### src/rtl/fda_pkg.sv
package fda_pkg;
  localparam int RES_W  = 16;
  localparam int BYTE_W = 8;
  localparam logic [7:0] IDX_LO = 8'h80;
  localparam logic [7:0] IDX_HI = 8'h81;
endpackage

### src/rtl/fda_strobe_sync.sv
module fda_strobe_sync #(
  parameter int STAGES = 2
) (
  input  logic clk,
  input  logic rst,
  input  logic strobe_in,
  output logic rise
);
  logic [STAGES-1:0] sync_q;
  logic              last_q;

  generate
    if (STAGES == 1) begin : g_one
      always_ff @(posedge clk) begin
        if (rst) sync_q <= '0;
        else     sync_q <= strobe_in;
      end
    end else begin : g_many
      always_ff @(posedge clk) begin
        if (rst) sync_q <= '0;
        else     sync_q <= {sync_q[STAGES-2:0], strobe_in};
      end
    end
  endgenerate

  always_ff @(posedge clk) begin
    if (rst) last_q <= 1'b0;
    else     last_q <= sync_q[STAGES-1];
  end

  assign rise = sync_q[STAGES-1] & ~last_q;
endmodule

### src/rtl/fda_accum.sv
module fda_accum #(
  parameter int PIX_W = 8,
  parameter int CMP_W = 4,
  parameter int ACC_W = 24
) (
  input  logic             clk,
  input  logic             rst,
  input  logic [PIX_W-1:0] pix_a,
  input  logic [PIX_W-1:0] pix_b,
  input  logic             active,
  input  logic             restart,
  output logic [ACC_W-1:0] acc
);
  logic [CMP_W-1:0] nib_a, nib_b, diff;
  logic [ACC_W:0]   sum_ext;
  logic [ACC_W-1:0] next_acc;

  assign nib_a = pix_a[PIX_W-1 -: CMP_W];
  assign nib_b = pix_b[PIX_W-1 -: CMP_W];
  assign diff  = (nib_a >= nib_b) ? (nib_a - nib_b) : (nib_b - nib_a);

  assign sum_ext  = {1'b0, acc} + {{(ACC_W+1-CMP_W){1'b0}}, diff};
  assign next_acc = sum_ext[ACC_W] ? {ACC_W{1'b1}} : sum_ext[ACC_W-1:0];

  always_ff @(posedge clk) begin
    if (rst || restart) acc <= '0;
    else if (active)    acc <= next_acc;
  end
endmodule

### src/rtl/fda_readout.sv
module fda_readout
  import fda_pkg::*;
(
  input  logic             clk,
  input  logic             rst,
  input  logic             cap,
  input  logic [RES_W-1:0] cap_val,
  input  logic             rd_en,
  input  logic [7:0]       rd_addr,
  output logic [RES_W-1:0] result,
  output logic [7:0]       rd_data
);
  logic hit_lo, hit_hi;
  assign hit_lo = rd_en && (rd_addr == IDX_LO);
  assign hit_hi = rd_en && (rd_addr == IDX_HI);

  always_ff @(posedge clk) begin
    if (rst)         result <= '0;
    else if (cap)    result <= cap_val;
    else if (hit_hi) result <= '0;
  end

  always_ff @(posedge clk) begin
    if (rst)         rd_data <= '0;
    else if (hit_lo) rd_data <= result[BYTE_W-1:0];
    else if (hit_hi) rd_data <= result[RES_W-1 -: BYTE_W];
    else if (rd_en)  rd_data <= '0;
  end
endmodule

### src/rtl/field_diff_acc.sv
module field_diff_acc
  import fda_pkg::*;
#(
  parameter int PIX_W       = 8,
  parameter int CMP_W       = 4,
  parameter int ACC_W       = 24,
  parameter int SYNC_STAGES = 2
) (
  input  logic             clk,
  input  logic             rst,
  input  logic [PIX_W-1:0] pix_a,
  input  logic [PIX_W-1:0] pix_b,
  input  logic             active,
  input  logic             fld_strobe,
  input  logic             rd_en,
  input  logic [7:0]       rd_addr,
  output logic [7:0]       rd_data
);
  logic             cap_pulse;
  logic [ACC_W-1:0] acc_q;
  logic [RES_W-1:0] result_q;

  fda_strobe_sync #(.STAGES(SYNC_STAGES)) u_sync (
    .clk(clk), .rst(rst), .strobe_in(fld_strobe), .rise(cap_pulse)
  );

  fda_accum #(.PIX_W(PIX_W), .CMP_W(CMP_W), .ACC_W(ACC_W)) u_acc (
    .clk(clk), .rst(rst), .pix_a(pix_a), .pix_b(pix_b),
    .active(active), .restart(cap_pulse), .acc(acc_q)
  );

  fda_readout u_rd (
    .clk(clk), .rst(rst), .cap(cap_pulse),
    .cap_val(acc_q[ACC_W-1 -: RES_W]),
    .rd_en(rd_en), .rd_addr(rd_addr),
    .result(result_q), .rd_data(rd_data)
  );
endmodule

### config.mk
export PLATFORM = sky130hd
export DESIGN_NAME = field_diff_acc
export DESIGN_NICKNAME = d
export VERILOG_FILES = /design/src/rtl/fda_pkg.sv /design/src/rtl/fda_strobe_sync.sv /design/src/rtl/fda_accum.sv /design/src/rtl/fda_readout.sv /design/src/rtl/field_diff_acc.sv
export SDC_FILE = /design/constraint.sdc
export NUM_CORES = 1
export LEC_CHECK = 0
export ABC_AREA = 1
export BUFFER_PORTS_ARGS = -buffer_cell sky130_fd_sc_hd__clkbuf_2
export CORE_MARGIN = 3
export CORE_UTILIZATION = 45
export CTS_CLUSTER_DIAMETER = 30
export CTS_CLUSTER_SIZE = 20
export DETAILED_ROUTE_END_ITERATION = 8
export GPL_ROUTABILITY_DRIVEN = 0
export SYNTH_ARGS = -nofsm -noshare
export SYNTH_HDL_FRONTEND = slang
export SYNTH_SLANG_ARGS = --single-unit
### constraint.sdc
create_clock -name clk -period 6.35 [get_ports clk]
set_clock_uncertainty 0.1 [all_clocks]
set_input_delay 1.27 -clock clk [delete_from_list [all_inputs] [get_ports clk]]
set_output_delay 1.27 -clock clk [all_outputs]
set_load 0.02 [all_outputs]
==> results.txt, run 1 <==
* DRT iter0 DRCs: 140
- In this run the vertical extent of the chip is 88.5 um.
- Cells with a size suffix above 1 make up 10.4% of the layout.
* Detailed Place HPWL: 5.36 mm
- Input and output buffers added on the ports amount to 28.
- The repair_antennas step left the layout with diodes totalling 0.
- Highest clock rate: 234 MHz
* End of the worst register-to-register path: u_acc.acc[21]$_SDFFE_PP0P_
- Run status: complete, no violations
- Layout overhead on the synthesized area: 9.23%
- The critical path is of the input pin to flip-flop type.
- GR Layer Usage met2: 35.2%
* CTS tree: yes
- In this run the deepest clock path goes through 2 buffers.
- Flop and latch count out of synthesis: 51
- Synthesis produced a netlist whose cell count is 468.
- Pins Over Slew Limit: 0
- Most area-consuming cells after synthesis: sky130_fd_sc_hd__dfxtp_1 (33%), sky130_fd_sc_hd__nand2_1 (13%), sky130_fd_sc_hd__nand3_1 (9.8%), sky130_fd_sc_hd__inv_1 (8.6%), sky130_fd_sc_hd__nor2_1 (6.4%)
* Die Span X: 88.5 um
- At the pin with the least slew margin, the transition time is 0.587 ns.
- Row generation in the floorplan step produced 29 rows.
- Proportion of netlist area held by the largest area contributor: 33.3%
- The worst register-to-register path begins at u_acc.acc[0]$_SDFFE_PP0P_.
- The worst setup path is launched from an input pin.
- Remaining antenna violation count after routing: 0
- The clock drives 51 sinks.
- Yosys top cell by area: sky130_fd_sc_hd__dfxtp_1
- For the finished layout, the period the worst path requires is 4.27 ns.
- In this run the count of I/O pins placed on the die edge is 37.
- Type of destination of the critical path: flip-flop
* Worst-path clk slew: 0.10 ns
- Via count: 2961
* Largest fanout of any net on the critical path: 8
- The number of antenna violations at the first check in global routing was 0.
* Max-cap violations: 0
- Adding up every negative setup slack in the final design gives 0 ns.
* Die outline area: 0.00784 mm^2
- Hold Path Class: flip-flop to flip-flop
* Average cell area after synthesis: 6.55 um^2
- After the last flow step, the layout net total stands at 533.
- Global routing used 2.98% of the available met3 tracks.
* RSZ-0062 raised after global routing: no
- met2 is the most crowded layer.
- In this run the static leakage power is 1.56 nW.
- Synth Net Count: 511
- Max-Slew Margin vs Limit: 60.7%
- In the final routed layout, each cell accounts on average for 12.7 um.
- The synthesized netlist contains 32 unique library cells.
- Most used standard cells in the synthesized netlist: sky130_fd_sc_hd__nand2_1 (106), sky130_fd_sc_hd__inv_1 (70), sky130_fd_sc_hd__nand3_1 (60)
- 1st-pass router iterations: 4
* Global route total overflow: 0
- H-tree levels: 2
- Residual DRC count: 0
- Worst setup path endpoint: u_acc.acc[21]$_SDFFE_PP0P_
- Fraction of the cycle the final worst path needs: 67.2%
- Resize count post-CTS: 0
- The synthesized design contains 0 enable-type register cells.
- Crit path required time: 6.52 ns
- Cell mode on critical path: sky130_fd_sc_hd__inv_1
* Latest clock arrival within the worst-skew pair: 0.32 ns
* Power density relative to cell area: 196 mW/mm^2
- Critical path, cell by cell: clkbuf_2 -> inv_1 -> ha_1 -> inv_1 -> fa_1 -> nand2_1 -> nand3_1 -> a21oi_1 -> inv_1 -> o21ai_0 -> inv_1 -> fa_1 -> inv_1 -> a21oi_2 -> nor2_2 -> nand4_1 -> nand3_1 -> nand2_1 -> inv_1
- Netlist area before placement: 0.00306 mm^2
- The worst register-to-register path has a depth of 10.
- Core outline area: 0.00646 mm^2
- The design draws 0.000656 W.
- The number of placed instances, taps included, is 560.
* First-pass GRT wire length: 13.1 mm
* Largest stage delay on the critical path: 0.44 ns
- Post-detailed-route via-to-cell ratio: 5.21
- The number of setup buffers added after CTS is 0.
* Total number of yosys warnings: 0
* Global routing usage summed across all routing layers: 21.1%
- For this run, global-route usage on met1 was measured as 27.8%.
- Clock tree synthesis inserted a total of 5 buffers.
- The worst-case IR drop observed on VDD is 0.0000994 V.
* Starting Density: 47.4%
- By instance count, the leading cell after synthesis is sky130_fd_sc_hd__nand2_1.
- Setup violations remaining at the end of the flow were counted as 0.
- Leaving out filler cells and counting taps, the final layout contains 568.
- Hold Fails Final Rpt: 0
- Prevailing post-synth register cell: sky130_fd_sc_hd__dfxtp_1
- Share of flip-flops with an asynchronous set or reset: 0%
* Start point of the critical path: pix_a[4]
- The number of global-route vias before repair came to 2841.
- Root Buffer Master: sky130_fd_sc_hd__clkbuf_8
- After detailed routing, the total wire length is 7.20 mm.
- Number of hold buffers added after CTS: 0
- Of the synthesized area, sequential elements account for 33.3%.
- Slowest-stage cell, CP: sky130_fd_sc_hd__fa_1
* Maximum number of pins on one net before global-route repair: 29
* Arrival @ worst endpoint: 4.43 ns
- Across all register-to-register paths, the minimum setup slack is 3.99 ns.
-- how the worst min path moves through the flow --
stage                                     start                          end  slack [ns]  cells past startpoint
CTS                 u_sync.sync_q[0]$_SDFF_PP0_  u_sync.sync_q[1]$_SDFF_PP0_        0.31                      2
global placement    u_sync.sync_q[0]$_SDFF_PP0_  u_sync.sync_q[1]$_SDFF_PP0_        0.30                      2
finish              u_sync.sync_q[0]$_SDFF_PP0_  u_sync.sync_q[1]$_SDFF_PP0_        0.30                      2
detailed placement  u_sync.sync_q[0]$_SDFF_PP0_  u_sync.sync_q[1]$_SDFF_PP0_        0.30                      2
global route        u_sync.sync_q[0]$_SDFF_PP0_  u_sync.sync_q[1]$_SDFF_PP0_        0.32                      2
floorplan           u_sync.sync_q[0]$_SDFF_PP0_  u_sync.sync_q[1]$_SDFF_PP0_        0.29                      2
-- power breakdown --
group,switching (W),leakage (nW),internal [W]
registers,0.00000510,0.414,0.000327
clock network,0.000117,0.0474,0.0000892
logic,0.0000764,1.10,0.0000411
-- per-stage QoR --
step | area, um^2 | setup WS (ns) | utilization, % | hold slack, ns
2_1_floorplan | 3060 | 2.40 | - | 0.288
3_3_place_gp | 3250 | 1.82 | 50.3 | 0.295
3_5_place_dp | 3250 | 1.79 | 50.3 | 0.301
4_1_cts | 3350 | 2.11 | 51.8 | 0.305
5_1_grt | 3350 | 1.74 | 51.8 | 0.315
6_report | 3350 | 2.08 | 51.8 | 0.299
-- final cells by class --
| class | instances | area [um^2] |
|---|---|---|
| fill | 684 | 3110 |
| sequential | 51 | 1020 |
| inverter | 74 | 278 |
| clock inverter | 2 | 16.3 |
| clock buffer | 6 | 82.6 |
| multi-input combinational | 328 | 1700 |
| tap | 77 | 96.3 |
| timing repair buffer | 30 | 155 |
-- sequential cells by signal, indices dropped and copies added (netlist names) --
signal	flops
u_acc.acc	24
u_rd.rd_data	8
u_rd.result	16
u_sync.last_q	1
u_sync.sync_q	2
-- critical path: cells and delay by family --
kind / cells / cell delay, ns
buffers and inverters: 7 / 0.57
AO/OA/AOI/OAI: 3 / 0.58
adder cells (fa/ha/maj): 3 / 0.96
AND/OR/NAND/NOR: 6 / 1.05
-- placed cells by master (no fill, tap or decap), drive strengths merged --
master    netlist  final
ha             11     11
inv            73     73
nor4            1      1
clkinvlp        0      1
or2             1      1
xor2            8      8
nand3          62     62
dfxtp          51     51
clkinv          1      2
a21oi          28     28
nor3            9      9
fa              3      3
nand4          20     20
a31oi           4      4
buf             5      2
xnor2           1      1
nand2         107    107
nor2           56     56
clkbuf         10     34
o21ai          15     15
nand3b          2      2
-- cell families after synthesis --
logic type	share of synthesized area (%)
AOI/OAI and AO/OA	7.96
DFF	33.3
xor gates and xnor gates	2.57
and+or+nand+nor	38.4
adders and majority gates	6.45
buffers and inverters	11.3
-- routing by layer --
layer	vias to the layer above	wire length, um
met1	1358	3450
met4	0	101
met5	-	0
met3	7	191
li1	1547	-
met2	49	3460
Note: power is estimated with default switching activity, not from simulation.
==> inputs of run 2 (changes only) <==
--- a/config.mk
+++ b/config.mk
@@ -13,6 +13,7 @@
 export CTS_CLUSTER_SIZE = 20
 export DETAILED_ROUTE_END_ITERATION = 8
 export GPL_ROUTABILITY_DRIVEN = 0
+export PLACE_DENSITY = 0.67
 export SYNTH_ARGS = -nofsm -noshare
 export SYNTH_HDL_FRONTEND = slang
 export SYNTH_SLANG_ARGS = --single-unit
==> constraint.sdc (replaced) <==
create_clock -name clk -period 3.7 [get_ports clk]
set_clock_uncertainty 0.1 [all_clocks]
set_input_delay 0.74 -clock clk [delete_from_list [all_inputs] [get_ports clk]]
set_output_delay 0.74 -clock clk [all_outputs]
set_load 0.02 [all_outputs]
==> run 2 against run 1 <==
First-iteration DRC count is 16% higher. Flip-flop and latch count stayed put. Global-route usage is 1.6 points lower. Critical path type unchanged. Wire length is 1.1% lower. Non-clock buffer count is 15 higher. Via count is 2.5% higher.
==> results.txt, run 2 (synthesis gave the netlist of run 1 again) <==
- The net switching power of the design came to 0.000356 W (+80%).
- The smallest clock period supported by the final layout is computed as 3.46 ns.
* Starting Density: 47.4% (unchanged)
- Worst-margin pin slew: 0.548 ns (-0.0396 ns)
- The die footprint was 0.00784 mm^2 (unchanged).
- The total setup buffers inserted after CTS is 0 (unchanged).
- The most critical setup path has its startpoint at pix_a[4].
- The startpoint identified for the worst hold timing path is u_sync.sync_q[0]$_SDFF_PP0_.
* Number of hold buffers added after CTS: 0 (unchanged)
* Pins Over Slew Limit: 0 (unchanged)
* Largest fanout of any net on the critical path: 6 (-2)
- The total wire length after detailed routing was 7.12 mm (-1.1%).
- Worst-path clk slew: 0.10 ns (about the same)
- The placement-stage worst setup slack came to -0.161 ns (-1.95 ns).
- The number of gates given a new drive strength after cts was 0 (unchanged).
- The design area came to 0.00351 mm^2 (+4.8%).
- Via count: 3035 (+2.5%)
* Number of inserted filler cells in the final layout: 667 (-2.5%)
* Critical path class: input pin to flip-flop
- The total routing resource utilization after global routing is 19.4% (-1.6 points).
* Highest clock rate: 289 MHz
* Arrival @ worst endpoint: 3.62 ns (-0.81 ns)
- The number of nets in the final layout came to 549 (+3.0%).
- The routed length per instance is 12.2 um (-3.8%).
* Power density relative to cell area: 350 mW/mm^2 (+79%)
- The largest registers in the layout are u_acc.acc x24, u_rd.result x16, u_rd.rd_data x8.
- The internal cell power came to 0.000872 W (+90%).
- Type of destination of the critical path: flip-flop
* Power consumption: 0.00123 W (+87%)
- First-pass GRT wire length: 12.3 mm (-6.4%)
- The cell area after placement came to 0.00336 mm^2 (+3.5%).
- The flip-flop count of the largest register, all copies and words added is 24 (unchanged).
- The number of remaining DRC errors is 0 (unchanged).
- The layout cell share with drive strength beyond 1 is 13.6% (+3.2 points).
- The remaining max-slew budget at the tightest pin was 63.5% (+2.8 points).
* Run status: complete, no violations
- The peak ir drop on the vdd network is 0.000195 V (+96%).
- Logic pwr share: 20.1% (+2.2 points)
- Leaving out fill and tap cells, the most frequent cells in the layout are sky130_fd_sc_hd__nand2_1 (106), sky130_fd_sc_hd__inv_1 (70), sky130_fd_sc_hd__nand3_1 (60).
* Total CTS buffers: 5 (unchanged)
- Hold Fails Final Rpt: 0 (unchanged)
* Clk pwr share: 33.4% (+2.0 points)
- In this run the clock root is driven by a sky130_fd_sc_hd__clkbuf_8.
- The iteration-0 DRC count of the detailed router came to 162 (+16%).
- Compared with the post-synthesis result, the final layout area differs by 14.5%.
- Number of buffer cells added on primary ports: 28 (unchanged)
- u_acc.acc holds more flip-flops than any other register.
- The tightest min-delay check is of the flip-flop to flip-flop type.
- Deepest clock path buffer count: 2 (unchanged)
- Num ports: 37 (unchanged)
- The largest net degree at the start of global routing was 29 (unchanged).
- Leaving out fill and tap cells, the most frequent cell in the layout is sky130_fd_sc_hd__nand2_1.
* Clk sink count: 51 (unchanged)
* Die Span X: 88.5 um (unchanged)
- Latest clock arrival within the worst-skew pair: 0.31 ns (about the same)
- STA classifies the critical path startpoint as an input pin.
- Setup slack of the critical path after layout: 0.244 ns (-1.84 ns)
- Setup repair after global routing left no endpoint under its margin.
* Crit path required time: 3.87 ns (-2.65 ns)
- Number of placed cells counting well taps: 575 (+2.7%)
* Seq. cell area: 0.00102 mm^2 (unchanged)
* Remaining antenna violation count after routing: 0 (unchanged)
- The number of vias per cell after detailed routing was 5.20 (-0.31%).
- The area inside the core boundary was 0.00646 mm^2 (unchanged).
- Fraction of the cycle the final worst path needs: 93.4%
- Floorplan row count: 29 (unchanged)
- In this run the critical register-to-register path is launched from u_acc.acc[0]$_SDFFE_PP0P_.
- The final HPWL from detailed placement is 5.27 mm (-1.8%).
- TritonCTS built the clock tree.
- The sequential fraction of design power was 46.5% (-4.2 points).
- The number of diodes came to 0 (unchanged).
- H-tree levels: 2 (unchanged)
- Count of placed standard cells in the final layout, fillers left out: 584 (+2.8%)
- The vertical extent of the die is 88.5 um (unchanged).
- Global route total overflow: 0 (unchanged)
- The count of maximum capacitance violations came to 0 (unchanged).
- Footprint of the multi-input gates: 0.00173 mm^2 (+1.8%)
- Switching share of power: 29.0% (-1.2 points)
- The number of global-route vias before repair is 2861 (+0.70%).
* Fin Setup TNS: 0 ns (unchanged)
- Leakage power figure: 1.64 nW (+5.1%)
- # setup viols final: 0 (unchanged)
- The number of detailed-route iterations in the first pass came to 5 (+1).
* Initial antenna violation count: 0 (unchanged)
run 2: worst paths after layout:
check	cells after the start	to	slack, ns
worst max-delay path	23	u_acc.acc[22]$_SDFFE_PP0P_	0.24
worst min-delay path	2	u_sync.sync_q[1]$_SDFF_PP0_	0.32
worst max register to register	11	u_acc.acc[22]$_SDFFE_PP0P_	1.52
worst min register to register	2	u_sync.sync_q[1]$_SDFF_PP0_	0.32
run 2: power groups by stage:
stage	registers [W]	logic, W	clock network (W)
2_1_floorplan	0.000587	0.000149	0
3_3_place_gp	0.000583	0.000231	0
3_5_place_dp	0.000583	0.000239	0
4_1_cts	0.000571	0.000240	0.000417
5_1_grt	0.000574	0.000285	0.000446
6_report	0.000572	0.000247	0.000410
run 2: layer usage:
layer  share of wire (%)  global-route usage [%]  vias to the layer above
met5                   0                       0                        -
met4                 1.5                    6.87                        0
met1                  46                    24.8                     1367
met3                 5.7                    4.38                       11
met2                  46                    32.4                       77
li1                    -                       -                     1580
run 2: worst max-delay path, stage by stage:
cell and delay (ns):
sky130_fd_sc_hd__clkbuf_2 0.09, sky130_fd_sc_hd__inv_1 0.05, sky130_fd_sc_hd__ha_1 0.14, sky130_fd_sc_hd__inv_1 0.06, sky130_fd_sc_hd__fa_1 0.38, sky130_fd_sc_hd__nand2_1 0.08
sky130_fd_sc_hd__nand3_1 0.09, sky130_fd_sc_hd__a21oi_2 0.15, sky130_fd_sc_hd__buf_4 0.13, sky130_fd_sc_hd__nand2_1 0.04, sky130_fd_sc_hd__o21ai_0 0.10, sky130_fd_sc_hd__xor2_1 0.20
sky130_fd_sc_hd__inv_1 0.10, sky130_fd_sc_hd__ha_4 0.29, sky130_fd_sc_hd__nand2_1 0.06, sky130_fd_sc_hd__inv_2 0.06, sky130_fd_sc_hd__a21oi_2 0.07, sky130_fd_sc_hd__buf_4 0.15
sky130_fd_sc_hd__nor2_4 0.20, sky130_fd_sc_hd__nand3_2 0.22, sky130_fd_sc_hd__nand3_1 0.15, sky130_fd_sc_hd__nand2_1 0.05, sky130_fd_sc_hd__inv_1 0.04
run 2: cell type report:
cell class,instances,share of cell area [%]
flip-flops and latches,51,29.1
inverters,74,7.92
multi-input cells,329,49.3
well taps,77,2.75
clock inverters,3,1.32
repair buffers,45,7.63
clock buffers,5,1.96
run 2: through the flow:
stage | hold WS (ns) | util, %
CTS | 0.318 | 53.8
global route | 0.360 | 54.3
global placement | 0.290 | 52.0
finish | 0.315 | 54.3
floorplan | 0.288 | -
detailed placement | 0.301 | 52.0
==> inputs of run 3 (changes only) <==
--- a/config.mk
+++ b/config.mk
@@ -13,7 +13,6 @@
 export CTS_CLUSTER_SIZE = 20
 export DETAILED_ROUTE_END_ITERATION = 8
 export GPL_ROUTABILITY_DRIVEN = 0
-export PLACE_DENSITY = 0.67
 export SYNTH_ARGS = -nofsm -noshare
 export SYNTH_HDL_FRONTEND = slang
 export SYNTH_SLANG_ARGS = --single-unit
==> constraint.sdc (replaced) <==
create_clock -name clk -period 3.9 [get_ports clk]
set_clock_uncertainty 0.1 [all_clocks]
set_input_delay 0.78 -clock clk [delete_from_list [all_inputs] [get_ports clk]]
set_output_delay 0.78 -clock clk [all_outputs]
set_load 0.02 [all_outputs]
==> run 3 against run 2 <==
Largest cell class unchanged. Register-to-register slack improved by 0.28 ns. Die area stayed put. Power fell by 4.5%. Critical path type unchanged. Core utilization fell by 1.4 points. Hold slack worse by 0.0045 ns. Critical path depth fell by 4.
==> results.txt, run 3 (synthesis gave the netlist of run 1 again) <==
- Run status: complete, no violations
* Final critical path time including I/O delays and setup: 3.52 ns
* Core outline area: 0.00646 mm^2 (unchanged)
- The number of antenna violations at the first check in global routing is 0 (unchanged).
- The fraction of power spent switching nets was 26.5% (-2.5 points).
* Crit path required time: 3.99 ns (+0.12 ns)
- Largest Register: u_acc.acc
- Among cell families on the critical path, the largest total delay comes from adder cells.
- Total CTS buffers: 5 (unchanged)
- Most frequent cells in the layout: sky130_fd_sc_hd__nand2_1 (106), sky130_fd_sc_hd__inv_1 (70), sky130_fd_sc_hd__nand3_1 (60)
- The internal cell power is 0.000862 W (-1.1%).
* Largest stage delay on the critical path: 0.45 ns (+0.07 ns)
* Type of destination of the critical path: flip-flop
- Registers with the highest flip-flop counts: u_acc.acc x24, u_rd.result x16, u_rd.rd_data x8
- Detailed Place HPWL: 5.52 mm (+4.8%)
* Worst hold slack: 0.311 ns (-0.00447 ns)
* Chip height: 88.5 um (unchanged)
* Vias in the first global route: 2795 (-2.3%)
- The highest fanout seen on the critical path is 4 (-2).
- Clk sink count: 51 (unchanged)
* Net total in the final layout: 538 (-2.0%)
- The path class of the tightest hold or removal check is flip-flop to flip-flop.
* Layout overhead on the synthesized area: 11.6%
- DRT iter0 DRCs: 182 (+12%)
* Cell mode on critical path: sky130_fd_sc_hd__inv_1
* Share of cells above drive strength 1: 11.1% (-2.5 points)
- The die footprint came to 0.00784 mm^2 (unchanged).
- The total negative slack for setup checks was 0 ns (unchanged).
- The number of setup violations in the final report came to 0 (unchanged).
* Number of placed cells counting well taps: 565 (-1.7%)
- Post-route standard cell area excluding fillers: 0.00342 mm^2 (-2.5%)
* Pins Over Slew Limit: 0 (unchanged)
- The flip-flop count of the largest register, all copies and words added was 24 (unchanged).
- 1st-pass router iterations: 5 (unchanged)
- Dividing the final minimum period by the clock period gives 90.3%.
* Slowest-stage cell, CP: sky130_fd_sc_hd__fa_1
* Floorplan row count: 29 (unchanged)
* Switching Power: 0.000311 W (-13%)
- Hold Fails Final Rpt: 0 (unchanged)
* Routed wirelength normalized by instance count: 12.5 um (+2.7%)
- Deepest clock path buffer count: 2 (unchanged)
* HP Start: u_sync.sync_q[0]$_SDFF_PP0_
- The cell sitting at the root of the clock tree is a sky130_fd_sc_hd__clkbuf_8.
* Number of antenna diodes: 0 (unchanged)
- The cell area after placement was 0.00329 mm^2 (-2.2%).
- Sequential group share of total power: 46.1% (-0.4 points)
- The clock network power share came to 36.9% (+3.5 points).
- The total I/O pin count came to 37 (unchanged).
* Critical path class: input pin to flip-flop
- Max-cap violations: 0 (unchanged)
* Number of buffer cells added on primary ports: 28 (unchanged)
* Global routing usage summed across all routing layers: 20.1% (+0.68 points)
- The number of hold buffers added after CTS came to 0 (unchanged).
* Count of placed standard cells in the final layout, fillers left out: 573 (-1.9%)
- Power density relative to cell area: 343 mW/mm^2 (-2.0%)
- The largest net degree at the start of global routing came to 29 (unchanged).
* Startpoint Class: input pin
- In this run the critical register-to-register path is launched from u_acc.acc[0]$_SDFFE_PP0P_.
* RSZ-0062 raised after global routing: no
* Via count: 2985 (-1.6%)
* IR drop worst, VDD: 0.000213 V (+9.1%)
- The maximum level of the CTS H-tree is 2 (unchanged).
- Residual DRC count: 0 (unchanged)
- The overall power consumption is 0.00117 W (-4.5%).
* Start point of the critical path: pix_a[4]
- Count of buffering cells on the critical path with inverters included: 7 (-1)
- The initial cell density of the core was 47.4% (unchanged).
- CTS tree: yes
* Global route total overflow: 0 (unchanged)
- Most common cell after layout, fill and taps aside: sky130_fd_sc_hd__nand2_1
* Leakage power figure: 1.61 nW (-2.3%)
- The combinational group share of total power is 16.9% (-3.2 points).
- The clock latency on the worst-skew pair is 0.30 ns (about the same).
- First-pass GRT wire length: 12.6 mm (+2.1%)
- The total wire length after detailed routing was 7.18 mm (+0.79%).
* Max-Slew Margin vs Limit: 61.1% (-2.4 points)
* Number of setup buffers added after CTS: 0 (unchanged)
- For this run, the top clock speed supported by timing is 284 MHz.
- The slew of the pin with the lowest slew margin came to 0.582 ns (+0.0344 ns).
* Remaining antenna violation count after routing: 0 (unchanged)
- The arrival time of the worst setup path came to 3.61 ns (about the same).
- Post-detailed-route via-to-cell ratio: 5.21 (+0.24%)
- Worst-path clk slew: 0.09 ns (about the same)
* Critical path, cell by cell: clkbuf_2 -> inv_1 -> ha_1 -> inv_1 -> fa_1 -> nand2_1 -> nand3_1 -> a21oi_1 -> inv_1 -> o21ai_0 -> inv_1 -> fa_1 -> inv_1 -> a21oi_2 -> nor2_2 -> buf_4 -> nand2_1 -> nor4_1 -> nor2_1
- Resize count post-CTS: 0 (unchanged)
- The die outline width is 88.5 um (unchanged).
## run 3: changes by cell type in the layout (fill, tap and decap cells not counted), sizes merged
cell	delta
inv	-1
buf	-10
bufinv	+1
clkinvlp	-1
clkbuf	+1
nand3	-1
## run 3: worst min-delay path, delay by kind of cell, from the launching register on
| kind | cells | cell delay, ns |
|---|---|---|
| flops | 1 | 0.31 |
| buf+inv | 1 | 0.04 |
| simple gates | 1 | 0.03 |
## run 3: worst paths after layout
check                           slack [ns]                           to  cells past startpoint
worst max-delay path                  0.38   u_acc.acc[16]$_SDFFE_PP0P_                     19
worst min-delay path                  0.31  u_sync.sync_q[1]$_SDFF_PP0_                      2
worst max register to register        1.80   u_acc.acc[16]$_SDFFE_PP0P_                     10
worst min register to register        0.31  u_sync.sync_q[1]$_SDFF_PP0_                      2
## run 3: metrics by stage
| stage | utilization (%) | setup slack [ns] |
|---|---|---|
| 4_1_cts | 52.9 | 0.360 |
| 6_report | 52.9 | 0.378 |
| 3_5_place_dp | 50.9 | 0.0326 |
| 5_1_grt | 52.9 | 0.0526 |
| 2_1_floorplan | - | 0.435 |
| 3_3_place_gp | 50.9 | 0.0681 |
## run 3: power groups by stage
stage	sequential, W	clock (W)	combinational (W)
finish	0.000541	0.000433	0.000199
CTS	0.000541	0.000445	0.000201
global route	0.000543	0.000471	0.000224
global placement	0.000553	0	0.000196
floorplan	0.000557	0	0.000141
detailed placement	0.000554	0	0.000199
## run 3: routing by layer
| layer | vias up | track usage [%] | share of wire [%] |
|---|---|---|---|
| met5 | - | 0 | 0 |
| met4 | 0 | 4.67 | 1.2 |
| met3 | 6 | 3.17 | 3.3 |
| met2 | 49 | 35.1 | 49 |
| met1 | 1376 | 26.1 | 47 |
| li1 | 1554 | - | - |
## run 3: layout make-up
| cell class | instances | area, um^2 |
|---|---|---|
| Timing Repair Buffer | 35 | 193 |
| Tap cell | 77 | 96.3 |
| Clock inverter | 2 | 60.1 |
| Clock buffer | 6 | 72.6 |
| Fill cell | 700 | 3040 |
| Multi-Input combinational cell | 328 | 1700 |
| Sequential cell | 51 | 1020 |
| Inverter | 74 | 278 |
